**config.mk**
```make
export PLATFORM = sky130hd
export DESIGN_NAME = keyed_watchdog
export DESIGN_NICKNAME = d
export VERILOG_FILES = /design/src/rtl/kwdog_pkg.sv /design/src/rtl/kwdog_prescaler.sv /design/src/rtl/kwdog_timeout.sv /design/src/rtl/kwdog_keyseq.sv /design/src/rtl/keyed_watchdog.sv
export SDC_FILE = /design/constraint.sdc
export NUM_CORES = 1
export LEC_CHECK = 0
export BUFFER_PORTS_ARGS = -buffer_cell sky130_fd_sc_hd__buf_2
export CORE_MARGIN = 2
export CORE_UTILIZATION = 50
export DETAILED_ROUTE_END_ITERATION = 6
export PLACE_DENSITY_LB_ADDON = 0.1
export SLEW_MARGIN = 20
export SYNTH_ARGS = -nofsm -noshare
export SYNTH_HDL_FRONTEND = slang
export SYNTH_SLANG_ARGS = --single-unit
export TNS_END_PERCENT = 5
```
**constraint.sdc**
```tcl
create_clock -name clk_i -period 1.3 [get_ports clk_i]
set_clock_uncertainty 0.05 [all_clocks]
set_input_delay 0.26 -clock clk_i [delete_from_list [all_inputs] [get_ports clk_i]]
set_output_delay 0.26 -clock clk_i [all_outputs]
set_load 0.05 [all_outputs]
```
**src/rtl/kwdog_pkg.sv**
```systemverilog
`timescale 1ns/1ps
package kwdog_pkg;
  localparam int RATE_W = 3;
  localparam int DATA_W = 8;
  // widest time-out counter: largest extra exponent (code 7)
  localparam int CNT_W  = 10;
  localparam logic [DATA_W-1:0] KEY_ARM  = 8'h55;
  localparam logic [DATA_W-1:0] KEY_FIRE = 8'hAA;

  typedef enum logic {SEQ_IDLE, SEQ_ARMED} seq_t;

  // extra binary exponent beyond the prescaler for each rate code
  function automatic int unsigned ext_exp(logic [RATE_W-1:0] code);
    case (code)
      3'd1:    return 0;
      3'd2:    return 2;
      3'd3:    return 4;
      3'd4:    return 6;
      3'd5:    return 8;
      3'd6:    return 9;
      3'd7:    return 10;
      default: return 0;
    endcase
  endfunction
endpackage

```
**src/rtl/kwdog_prescaler.sv**
```systemverilog
`timescale 1ns/1ps
module kwdog_prescaler #(
  parameter int PRE_BITS  = 13,
  parameter int KEEP_BITS = 2
) (
  input  logic clk_i,
  input  logic rst_ni,
  input  logic en_i,
  input  logic clr_i,
  input  logic bypass_i,
  output logic tick_o
);
  logic [PRE_BITS-1:0] pre_q, pre_d;
  logic                wrap_full, wrap_short;

  assign wrap_full  = &pre_q;
  assign wrap_short = &pre_q[KEEP_BITS-1:0];
  assign tick_o     = en_i && (bypass_i ? wrap_short : wrap_full);

  always_comb begin
    pre_d = pre_q;
    if (clr_i)     pre_d = '0;
    else if (en_i) pre_d = pre_q + 1'b1;
  end

  always_ff @(posedge clk_i or negedge rst_ni) begin
    if (!rst_ni) pre_q <= '0;
    else         pre_q <= pre_d;
  end
endmodule

```
**src/rtl/kwdog_timeout.sv**
```systemverilog
`timescale 1ns/1ps
module kwdog_timeout
  import kwdog_pkg::*;
(
  input  logic              clk_i,
  input  logic              rst_ni,
  input  logic              tick_i,
  input  logic              clr_i,
  input  logic [RATE_W-1:0] rate_i,
  output logic              expire_o
);
  logic [CNT_W-1:0] cnt_q, cnt_d, lim_m1;
  logic             off;

  assign off      = (rate_i == '0);
  assign lim_m1   = CNT_W'((32'd1 << ext_exp(rate_i)) - 32'd1);
  assign expire_o = tick_i && !off && (cnt_q == lim_m1);

  always_comb begin
    cnt_d = cnt_q;
    if (clr_i || off) cnt_d = '0;
    else if (tick_i)  cnt_d = cnt_q + 1'b1;
  end

  always_ff @(posedge clk_i or negedge rst_ni) begin
    if (!rst_ni) cnt_q <= '0;
    else         cnt_q <= cnt_d;
  end

  // the off code holds the counter cleared
  p_off_hold_r2: assert property (@(posedge clk_i) disable iff (!rst_ni)
    (rate_i == '0) |=> (cnt_q == '0));
endmodule

```
**src/rtl/kwdog_keyseq.sv**
```systemverilog
`timescale 1ns/1ps
module kwdog_keyseq
  import kwdog_pkg::*;
#(
  parameter int                ADDR_W    = 2,
  parameter logic [ADDR_W-1:0] CTRL_ADDR = ADDR_W'(0),
  parameter logic [ADDR_W-1:0] SVC_ADDR  = ADDR_W'(1)
) (
  input  logic              clk_i,
  input  logic              rst_ni,
  input  logic              we_i,
  input  logic [ADDR_W-1:0] addr_i,
  input  logic [DATA_W-1:0] wdata_i,
  input  logic              special_i,
  input  logic              clr_seq_i,
  output logic [RATE_W-1:0] rate_o,
  output logic              svc_ok_o,
  output logic              bad_key_o,
  output logic              armed_o,
  output logic [DATA_W-1:0] rdata_o
);
  seq_t              st_q, st_d;
  logic [RATE_W-1:0] rate_q, rate_d;
  logic              lock_q, lock_d;
  logic              svc_wr, ctl_wr, is_arm, is_fire;

  assign svc_wr    = we_i && (addr_i == SVC_ADDR);
  assign ctl_wr    = we_i && (addr_i == CTRL_ADDR);
  assign is_arm    = (wdata_i == KEY_ARM);
  assign is_fire   = (wdata_i == KEY_FIRE);
  assign bad_key_o = svc_wr && !is_arm && !is_fire;
  assign svc_ok_o  = svc_wr && is_fire && (st_q == SEQ_ARMED);
  assign armed_o   = (st_q == SEQ_ARMED);
  assign rate_o    = rate_q;
  assign rdata_o   = (addr_i == CTRL_ADDR) ? {{(DATA_W-RATE_W){1'b0}}, rate_q} : '0;

  always_comb begin
    st_d = st_q;
    if (clr_seq_i)            st_d = SEQ_IDLE;
    else if (svc_wr && is_arm) st_d = SEQ_ARMED;
    else if (svc_ok_o)        st_d = SEQ_IDLE;
  end

  always_comb begin
    rate_d = rate_q;
    lock_d = lock_q;
    if (ctl_wr && (special_i || !lock_q)) begin
      rate_d = wdata_i[RATE_W-1:0];
      lock_d = 1'b1;
    end
  end

  always_ff @(posedge clk_i or negedge rst_ni) begin
    if (!rst_ni) begin
      st_q   <= SEQ_IDLE;
      rate_q <= '0;
      lock_q <= 1'b0;
    end else begin
      st_q   <= st_d;
      rate_q <= rate_d;
      lock_q <= lock_d;
    end
  end

  // once written, the code cannot change while in normal mode
  p_rate_locked_r3: assert property (@(posedge clk_i) disable iff (!rst_ni)
    (lock_q && !special_i) |=> $stable(rate_q));
endmodule

```
**src/rtl/keyed_watchdog.sv**
```systemverilog
`timescale 1ns/1ps
module keyed_watchdog
  import kwdog_pkg::*;
#(
  parameter int PRE_BITS    = 13,
  parameter int KEEP_BITS   = 2,
  parameter int ADDR_W      = 2,
  parameter int SYNC_STAGES = 2
) (
  input  logic              clk_i,
  input  logic              rst_ni,
  input  logic              e_en_i,
  input  logic [ADDR_W-1:0] addr_i,
  input  logic [DATA_W-1:0] wdata_i,
  input  logic              we_i,
  output logic [DATA_W-1:0] rdata_o,
  input  logic              special_i,
  input  logic              bypass_i,
  output logic              wdog_rst_o
);
  logic [SYNC_STAGES-1:0] sync_q;
  logic                   srst_n;
  logic                   tick, expire, svc_ok, bad_key, armed, cause, rst_q;
  logic [RATE_W-1:0]      rate;

  // asynchronous assertion, synchronous release
  always_ff @(posedge clk_i or negedge rst_ni) begin
    if (!rst_ni) sync_q <= '0;
    else         sync_q <= {sync_q[SYNC_STAGES-2:0], 1'b1};
  end
  assign srst_n = sync_q[SYNC_STAGES-1];

  assign cause = expire || bad_key;

  kwdog_prescaler #(.PRE_BITS(PRE_BITS), .KEEP_BITS(KEEP_BITS)) u_pre (
    .clk_i    (clk_i),
    .rst_ni   (srst_n),
    .en_i     (e_en_i),
    .clr_i    (cause || svc_ok || (rate == '0)),
    .bypass_i (bypass_i && special_i),
    .tick_o   (tick)
  );

  kwdog_timeout u_tmo (
    .clk_i    (clk_i),
    .rst_ni   (srst_n),
    .tick_i   (tick),
    .clr_i    (cause || svc_ok),
    .rate_i   (rate),
    .expire_o (expire)
  );

  kwdog_keyseq #(.ADDR_W(ADDR_W)) u_seq (
    .clk_i     (clk_i),
    .rst_ni    (srst_n),
    .we_i      (we_i),
    .addr_i    (addr_i),
    .wdata_i   (wdata_i),
    .special_i (special_i),
    .clr_seq_i (cause),
    .rate_o    (rate),
    .svc_ok_o  (svc_ok),
    .bad_key_o (bad_key),
    .armed_o   (armed),
    .rdata_o   (rdata_o)
  );

  always_ff @(posedge clk_i or negedge srst_n) begin
    if (!srst_n) rst_q <= 1'b0;
    else         rst_q <= cause;
  end
  assign wdog_rst_o = rst_q;

  // a wrong key is followed by the request
  p_bad_key_r6: assert property (@(posedge clk_i) disable iff (!srst_n)
    bad_key |=> wdog_rst_o);
  // the request lasts a single cycle unless a new wrong key arrives
  p_pulse_single_r7: assert property (@(posedge clk_i) disable iff (!srst_n)
    (wdog_rst_o && !bad_key) |=> !wdog_rst_o);
  // the sequence state is idle while the request is high
  p_seq_clear_r7: assert property (@(posedge clk_i) disable iff (!srst_n)
    wdog_rst_o |-> !armed);
endmodule

```
==> results of run 1 <==
## layer usage
metal / vias to the layer above / wire length, microns / track usage [%]
met5: - / 0 / 0
met4: 0 / 29 / 6.89
met3: 2 / 123 / 4.56
met2: 28 / 2460 / 43.9
met1: 798 / 1870 / 25.5
li1: 826 / - / -
## cell usage in the layout, fill, tap and decap left out, types with 3 or more instances in the layout
cell and instances:
dfrtp_1 30, buf_6 3, nor3_1 21, a21oi_1 6, nor4bb_1 4, nor2_1 8, nand3_1 6, nor3_2 5
xnor2_1 13, xor2_1 10, nand2_1 13, buf_2 16, clkbuf_8 6, conb_1 7, nand4_1 8, mux2_2 3
inv_1 3, buf_4 53
## cells in the mapped netlist (2+ instances only)
library cell | count | area (sq um)
ha_1 | 3 | 37.5
buf_2 | 3 | 15.0
xnor2_1 | 14 | 123
nor3b_1 | 3 | 22.5
and3b_1 | 2 | 17.5
xor2_1 | 10 | 87.6
buf_4 | 5 | 37.5
nor2_1 | 8 | 30.0
a21oi_1 | 6 | 30.0
mux2i_1 | 2 | 20.0
and2_1 | 3 | 18.8
clkbuf_1 | 3 | 11.3
dfrtp_1 | 31 | 776
conb_1 | 2 | 7.51
nor3_1 | 23 | 115
mux2_2 | 3 | 33.8
nand2_1 | 14 | 52.6
buf_6 | 3 | 33.8
nor4bb_1 | 4 | 40.0
inv_1 | 5 | 18.8
nand3_1 | 6 | 30.0
nor3_2 | 4 | 40.0
nor4b_4 | 2 | 47.6
nand4_1 | 8 | 50.1
## sequential cells by signal (all words and copies together) (netlist names)
signal,cells
u_seq.armed_o,1
u_seq.lock_q,1
wdog_rst_o,1
u_seq.rate_o,3
u_tmo.cnt_q,10
sync_q,2
u_pre.pre_q,13
## power by group
part / total [mW] / switching (mW) / leakage (nW) / internal (mW)
combinational: 0.944 / 0.492 / 0.819 / 0.451
clock: 0.974 / 0.355 / 0.0612 / 0.620
sequential: 1.11 / 0.0691 / 0.413 / 1.04
## stage by stage
| step | power [mW] | hold WS [ns] |
|---|---|---|
| finish | 3.03 | 0.202 |
| global route | 3.20 | 0.238 |
| CTS | 3.06 | 0.218 |
| detailed placement | 2.02 | -0.00430 |
| global placement | 1.97 | -0.00513 |
| floorplan | 1.70 | -0.0856 |
## final cells by class
class                      count  share of cell area, %
multi-input combinational    147                   42.7
sequential                    31                   28.9
timing repair buffer          75                   20.9
clock buffer                   6                   3.07
tap                           48                   2.23
clock inverter                 2                   1.30
inverter                       5                  0.885
## logic make-up after synthesis
kind of cell             Yosys count  synth area share (%)
AND/OR/NAND/NOR                   87                  29.4
XOR/XNOR                          24                  10.7
adder cells (fa/ha/maj)            4                  2.49
buffers and inverters             20                  6.19
multiplexers                       5                  2.75
flip-flops                        31                  39.6
other                              2                 0.383
AO/OA/AOI/OAI                     20                  8.49
## critical path: stages (launching register included)
cell,delay (ns)
dfrtp_1,0.42
inv_4,0.08
nand2_4,0.05
ha_4,0.19
and3b_1,0.16
o21ai_1,0.11
o31ai_1,0.09
a311oi_2,0.29
nor4_4,0.10
buf_12,0.17
nor4b_2,0.27
## what timing repair did
item                                   in CTS  in global routing
setup buffers                               0                  0
endpoints found under the hold margin       2                  0
pin swaps                                   1                  5
hold buffers                                1                  0
resized for setup                          12                  3
setup endpoints to repair                  28                 28
## worst paths after layout
check / to / slack (ns) / from / depth (start not counted)
min in group clk_i: u_seq.lock_q / 0.25 / we_i / 3
worst min register to register: u_tmo.cnt_q[1] / 0.20 / sync_q[1] / 1
worst min-delay path: u_tmo.cnt_q[1] / 0.20 / sync_q[1] / 1
worst max register to register: u_pre.pre_q[7] / -0.78 / u_seq.rate_o[1] / 10
max in group asynchronous: u_seq.rate_o[0] / 0.71 / sync_q[1] / 1
worst max-delay path: u_pre.pre_q[7] / -0.78 / u_seq.rate_o[1] / 10
==> metrics.txt, run 1 <==
CTS Buf Count=5; Clock Pin Slew Worst Setup and Hold Paths=0.07 ns; Netlist cell types=50; Max rail drop VDD=0.000773 V; Initial Util=52.7%; gr usage total=23.0%; routed wire length=4480 microns; GPL Wtd Cong=0.817; first-pass GRT wire length=7620 microns; CTS max path bufs=2; DRT Pass-1 Iters=4; Seq. cell area=777 sq um; dpl ws=-0.867 ns; dpl hpwl=3360 microns; die height=66.6 microns; via/cell ratio=5.27; Placed Area=2500 sq um; I/O pin count=25; Yosys reg bits=31; syn_area_per_cell=10.2 sq um; CP max FO=25; later-pin clock latency in the skew report=0.28 ns; fmax=480 MHz; Synth Cell Area=1960 sq um; Final Hold Viols=0; antenna violations before repair=0; num rows=22; Synth async-reset ratio=100%; H-tree Lvls=2; Antenna diodes=0; RSZ-0062 raised after global routing=true; fin util=72.3%; multi-input logic area=1150 sq um; Max Cap Violations=0; placed cell count=305; final worst slack=-0.784 ns; startpoint types=flop; total negative slack=-19.76 ns; # DRC=0; Ys Warns=0; CTS tree=built; largest net degree at the start of global routing=30; Buffers on Ports=19; sequential share of the synthesized area=39.6%; width of the chip=66.6 microns; EDFF count, synth=0; Total Nets Final=284; # setup viols final=28; failing checks=setup timing; total grt overflow=0; crit share post-route=160%; fin crit period=2.08 ns; Final ANT Viol Nets=0; P&R area growth vs syn=37.2%; power density cells=1130 nW/um^2; CTS sink cnt=31; Final Cell Area=2690 sq um; worst hold path class=flop to asynchronous set/reset pin; filler cell count in the final layout=250; WP data arrival=2.22 ns; Primary FF master, synth=dfrtp_1; CP required=1.43 ns; Synth Instances=193; fin cells=314; Core ar.=3720 sq um; total die area=4440 sq um; Critical Path Sink Type=flop; fraction of layout cells with a size suffix above 1=42.5%; status=finished with violations; vias in the first global route=1728; critical path class=flop to flop; clock tree root driver cell=clkbuf_8; P_leak=1.29 nW; fin. max-slew vios=0; Routed wire per std cell=14.3 microns; via count=1654; DR iter-0 viols=53
(Power assumes the default switching activity.)
==> run 2, diff against run 1 <==
ABC_AREA = 1   (was unset)
SETUP_SLACK_MARGIN = 0.02   (was unset)
==> metrics.txt, run 2 <==
H-tree Lvls=2; failing checks=setup timing; Synth Instances=264; WP data arrival=1.98 ns; crit share post-route=139%; Core ar.=3720 sq um; Cell Int Power=1.97 mW; Clock Power Share=29.5%; CP max FO=8; total die area=4440 sq um; dpl ws=-0.464 ns; fraction of layout cells with a size suffix above 1=34.1%; fmax=553 MHz; I/O pin count=25; CTS max path bufs=2; Flop pwr share=37.2%; final worst slack=-0.508 ns; fin crit period=1.81 ns; Routed wire per std cell=11.1 microns; DRT Pass-1 Iters=4; sequential share of the synthesized area=39.6%; commonest non-fill, non-tap cells in the layout=nand2_1, buf_4, inv_1, dfrtp_1, nor2_1; total negative slack=-12.35 ns; vias in the first global route=1709; Primary FF master, synth=dfrtp_1; CTS tree=built; antenna violations before repair=0; top post-synthesis cells by count=nand2_1, inv_1, nor2_1; top-count cell post-synth=nand2_1; area leader, netlist=dfrtp_1; Max Cap Violations=0; Max rail drop VDD=0.00104 V; sw frac=32.5%; die height=66.6 microns; largest net degree at the start of global routing=30; GPL Wtd Cong=0.795; NetSw=0.947 mW; commonest non-fill, non-tap cell in the layout=nand2_1; power density cells=1060 nW/um^2; via/cell ratio=4.68; Netlist cell types=28; Ys Warns=0; Comb power frac=33.3%; fin. max-slew vios=0; via count=1842; P&R area growth vs syn=39.8%; r2r setup slk=-0.51 ns; Synth async-reset ratio=100%; Biggest register=u_pre.pre_q; Largest register FFs=13; startpoint types=flop; Synth Cell Area=1960 sq um; syn_area_per_cell=7.43 sq um; Critical Path Sink Type=flop; CTS Buf Count=5; status=finished with violations; num rows=22; RR Endpoint=u_tmo.cnt_q[6]; Total Nets Final=364; worst-case hold slack=0.189 ns; later-pin clock latency in the skew report=0.29 ns; CTS sink cnt=31; EDFF count, synth=0; R2R depth=12; DR iter-0 viols=72; Final ANT Viol Nets=0; width of the chip=66.6 microns; routed wire length=4360 microns; Initial Util=52.8%; critical path class=flop to flop; Yosys reg bits=31; gr usage total=22.3%; Antenna diodes=0; P_leak=1.38 nW; top cell type's share of synthesized area=39.6%; Final Hold Viols=0; largest cells by area after synthesis=dfrtp_1, nand2_1, inv_1; Buffers on Ports=19; clock tree root driver cell=clkbuf_8; # setup viols final=28; RSZ-0062 raised after global routing=true; worst hold path class=flop to asynchronous set/reset pin; CP required=1.47 ns; reg2reg start=u_seq.rate_o[2]; # DRC=0; dpl hpwl=3150 microns; first-pass GRT wire length=7290 microns; total grt overflow=0; Clock Pin Slew Worst Setup and Hold Paths=0.07 ns
run 2: changes by cell type in the layout (fill, tap and decap cells not counted), sizes merged, moves of 4 or more:
cell / previous run / this run
nand2: 14 / 61
nand3: 6 / 21
xnor2: 14 / 5
nor3: 28 / 4
nor3b: 4 / 0
inv: 5 / 42
o21ai: 1 / 9
nor2: 8 / 48
nor4bb: 4 / 0
run 2: cells by family (layout without fill, tap and decap cells):
| group | after synthesis | after routing | synth area share [%] |
|---|---|---|---|
| other | 2 | 7 | 0.383 |
| XOR/XNOR | 15 | 15 | 6.70 |
| flip-flops | 31 | 31 | 39.6 |
| AND/OR/NAND/NOR | 148 | 148 | 34.8 |
| multiplexers | 1 | 1 | 0.511 |
| buffers and inverters | 51 | 128 | 12.5 |
| AO/OA/AOI/OAI | 13 | 13 | 3.64 |
| adder cells (fa/ha/maj) | 3 | 3 | 1.91 |
run 2: layer usage:
layer,part of all wire (%),vias to the layer above,global-route usage [%]
met5,0,-,0
met4,2.0,0,10.7
met3,3.2,6,5.07
met2,51,26,37.6
met1,44,835,26.6
li1,-,975,-
run 2: repair_timing:
| item | in CTS | in global routing |
|---|---|---|
| resized for setup | 11 | 25 |
| pin swaps | 5 | 11 |
| hold buffers | 1 | 0 |
| setup buffers | 0 | 3 |
| setup endpoints to repair | 28 | 28 |
| gates cloned | 1 | 0 |
| endpoints found under the hold margin | 2 | 0 |
run 2: power by group through the flow:
stage | Combinational [mW] | Sequential, mW | Clock, mW
after global routing | 1.10 | 1.09 | 0.923
after detailed placement | 0.829 | 1.10 | 0
after global placement | 0.826 | 1.10 | 0
after floorplan | 0.541 | 1.12 | 0
after CTS | 0.904 | 1.08 | 0.857
final | 0.971 | 1.09 | 0.862
run 2: final cells by class:
cell class              instances  area (sq um)
clock buffers                   8           100
fillers                       297           975
repair buffers                 78           622
inverters                      42           158
flip-flops and latches         31           776
multi-input cells             187          1030
well taps                      48          60.1
run 2: critical path: stages, from the launching register on:
cell and delay (ns):
dfrtp_1 0.40, inv_2 0.08, nand2_2 0.06, ha_4 0.17, nand2_1 0.06, nand2_1 0.05, or2_0 0.19, nand3_1 0.08
nor2_2 0.05, nand3_2 0.09, nand4_4 0.15, buf_12 0.19, nor2_1 0.10
run 2: how the worst max path moves through the flow:
stage,start,end,cells after the start
after floorplan,u_pre.pre_q[0],u_pre.pre_q[5],13
after global placement,u_seq.rate_o[2],u_tmo.cnt_q[9],13
after detailed placement,u_seq.rate_o[2],u_tmo.cnt_q[3],15
after CTS,u_seq.rate_o[2],u_pre.pre_q[11],12
after global routing,u_seq.rate_o[2],u_tmo.cnt_q[6],12
final,u_seq.rate_o[2],u_tmo.cnt_q[6],12
run 2: metrics by stage:
step | std cells | total power, mW | utilization, % | cell area (sq um)
floorplan | 269 | 1.66 | - | 1980
global placement | 381 | 1.93 | 66.4 | 2470
detailed placement | 381 | 1.93 | 66.4 | 2470
CTS | 391 | 2.84 | 71.0 | 2640
global route | 394 | 3.11 | 73.8 | 2740
finish | 394 | 2.92 | 73.8 | 2740
==> run 3, diff against run 2 <==
CORE_UTILIZATION = 35   (was 50)
==> metrics.txt, run 3 (same netlist as run 2, synthesis figures left out) <==
CP required=1.42 ns; num rows=27; H-tree Lvls=2; Routed wire per std cell=10.8 microns; Critical Path Max Stage Delay=0.39 ns; Buffers on Ports=19; critical path class=flop to flop; I/O pin count=25; commonest non-fill, non-tap cells in the layout=nand2_1, buf_4, inv_1, dfrtp_1, nor2_1; GPL Wtd Cong=0.809; placed cell count=405; power density cells=1130 nW/um^2; total die area=6220 sq um; total grt overflow=0; filler cell count in the final layout=563; fraction of layout cells with a size suffix above 1=34.7%; failing checks=setup timing; CTS Buf Count=5; Core ar.=5470 sq um; Antenna diodes=0; DR iter-0 viols=38; CTS sink cnt=31; die height=78.8 microns; largest net degree at the start of global routing=24; Largest register FFs=13; reg2reg start=u_seq.rate_o[1]; CP Cell Sequence=inv_2 > nand2_2 > ha_4 > inv_2 > nand2_1 > nand2_1 > or2_0 > nand3_1 > nor2_2 > nand3_2 > nand4_4 > clkbuf_16 > nor2_2; Final ANT Viol Nets=0; Total Nets Final=364; fin crit period=1.81 ns; via/cell ratio=4.45; startpoint types=flop; Biggest register=u_pre.pre_q; status=finished with violations; WP data arrival=1.93 ns; width of the chip=78.8 microns; fin. max-slew vios=0; dpl ws=-0.499 ns; P_leak=1.40 nW; CP max FO=6; worst-case hold slack=0.100 ns; RSZ-0062 raised after global routing=true; # setup viols final=28; Final Hold Viols=0; Critical Path Sink Type=flop; Clock Pin Slew Worst Setup and Hold Paths=0.07 ns; via count=1861; Max rail drop VDD=0.000689 V; clock tree root driver cell=clkbuf_8; CTS max path bufs=2; fmax=553 MHz; antenna violations before repair=0; Worst-Margin Slew=0.557 ns; gr usage total=15.5%; commonest non-fill, non-tap cell in the layout=nand2_1; routed wire length=4510 microns; cell count along the critical path=13; CP top delay family=simple AND/OR/NAND/NOR gates; vias in the first global route=1732; first-pass GRT wire length=7690 microns; DRT Pass-1 Iters=6; CTS tree=built; Slew headroom=62.7%; critical path's slowest cell=dfrtp_1; Initial Util=35.8%; worst hold path class=flop to asynchronous set/reset pin; final worst slack=-0.509 ns; P&R area growth vs syn=43.3%; critical path startpoint=u_seq.rate_o[1]; crit share post-route=139%; CP Buf/Inv Count=3; Max Cap Violations=0; # DRC=0; fin cells=418; dpl hpwl=3370 microns; R2R depth=13; later-pin clock latency in the skew report=0.29 ns
-- run 3: power by group --
group	leakage, nW	switching [mW]	internal (mW)
clock	0.0644	0.394	0.765
sequential	0.412	0.0680	1.04
combinational	0.920	0.498	0.424
total	1.40	0.960	2.23
-- run 3: final cells by class --
cell class | instances | area [sq um] | area share (%)
Timing Repair Buffer | 78 | 614 | 21.9
Sequential cell | 31 | 777 | 27.7
Clock buffer | 5 | 68.8 | 2.45
Tap cell | 72 | 90.1 | 3.21
Inverter | 42 | 158 | 5.61
Multi-Input combinational cell | 187 | 1030 | 36.8
Clock inverter | 3 | 67.6 | 2.41
-- run 3: routing by layer --
metal | GRT usage (%) | vias up | share of wire, %
met4 | 4.14 | 0 | 1.1
met2 | 26.0 | 32 | 48
met5 | 0 | - | 0
met1 | 20.6 | 850 | 48
met3 | 2.73 | 7 | 3.2
li1 | - | 972 | -
-- run 3: stage by stage --
stage / TNS (ns) / util, % / power (mW) / area, sq um
finish: -12.42 / 51.3 / 3.19 / 2810
detailed placement: -12.08 / 46.1 / 1.93 / 2520
global route: -15.44 / 51.3 / 3.38 / 2810
CTS: -12.91 / 49.1 / 3.12 / 2690
floorplan: -8.45 / - / 1.66 / 1980
global placement: -11.36 / 46.1 / 1.93 / 2520
-- run 3: worst paths after layout --
path / slack [ns] / to
min in group clk_i: 0.29 / u_seq.rate_o[1]
max: -0.51 / u_pre.pre_q[5]
min reg2reg: 0.10 / u_seq.lock_q
max reg2reg: -0.51 / u_pre.pre_q[5]
min: 0.10 / u_seq.lock_q
max in group asynchronous: 0.65 / u_pre.pre_q[6]
-- run 3: what timing repair did --
action,CTS,global route
cloned,0,1
setup buffers,0,3
pin swaps,0,11
gates resized for setup,6,20
endpoints found under the setup margin,28,31
hold endpoints to repair,2,0
hold buffers,1,0
-- run 3: worst reg2reg max path, stage by stage (launching register included) --
cell and delay [ns]:
dfrtp_1 0.39, inv_2 0.07, nand2_2 0.06, ha_4 0.17
inv_2 0.05, nand2_1 0.04, nand2_1 0.07, or2_0 0.13
nand3_1 0.08, nor2_2 0.13, nand3_2 0.11, nand4_4 0.13
clkbuf_16 0.18, nor2_2 0.04
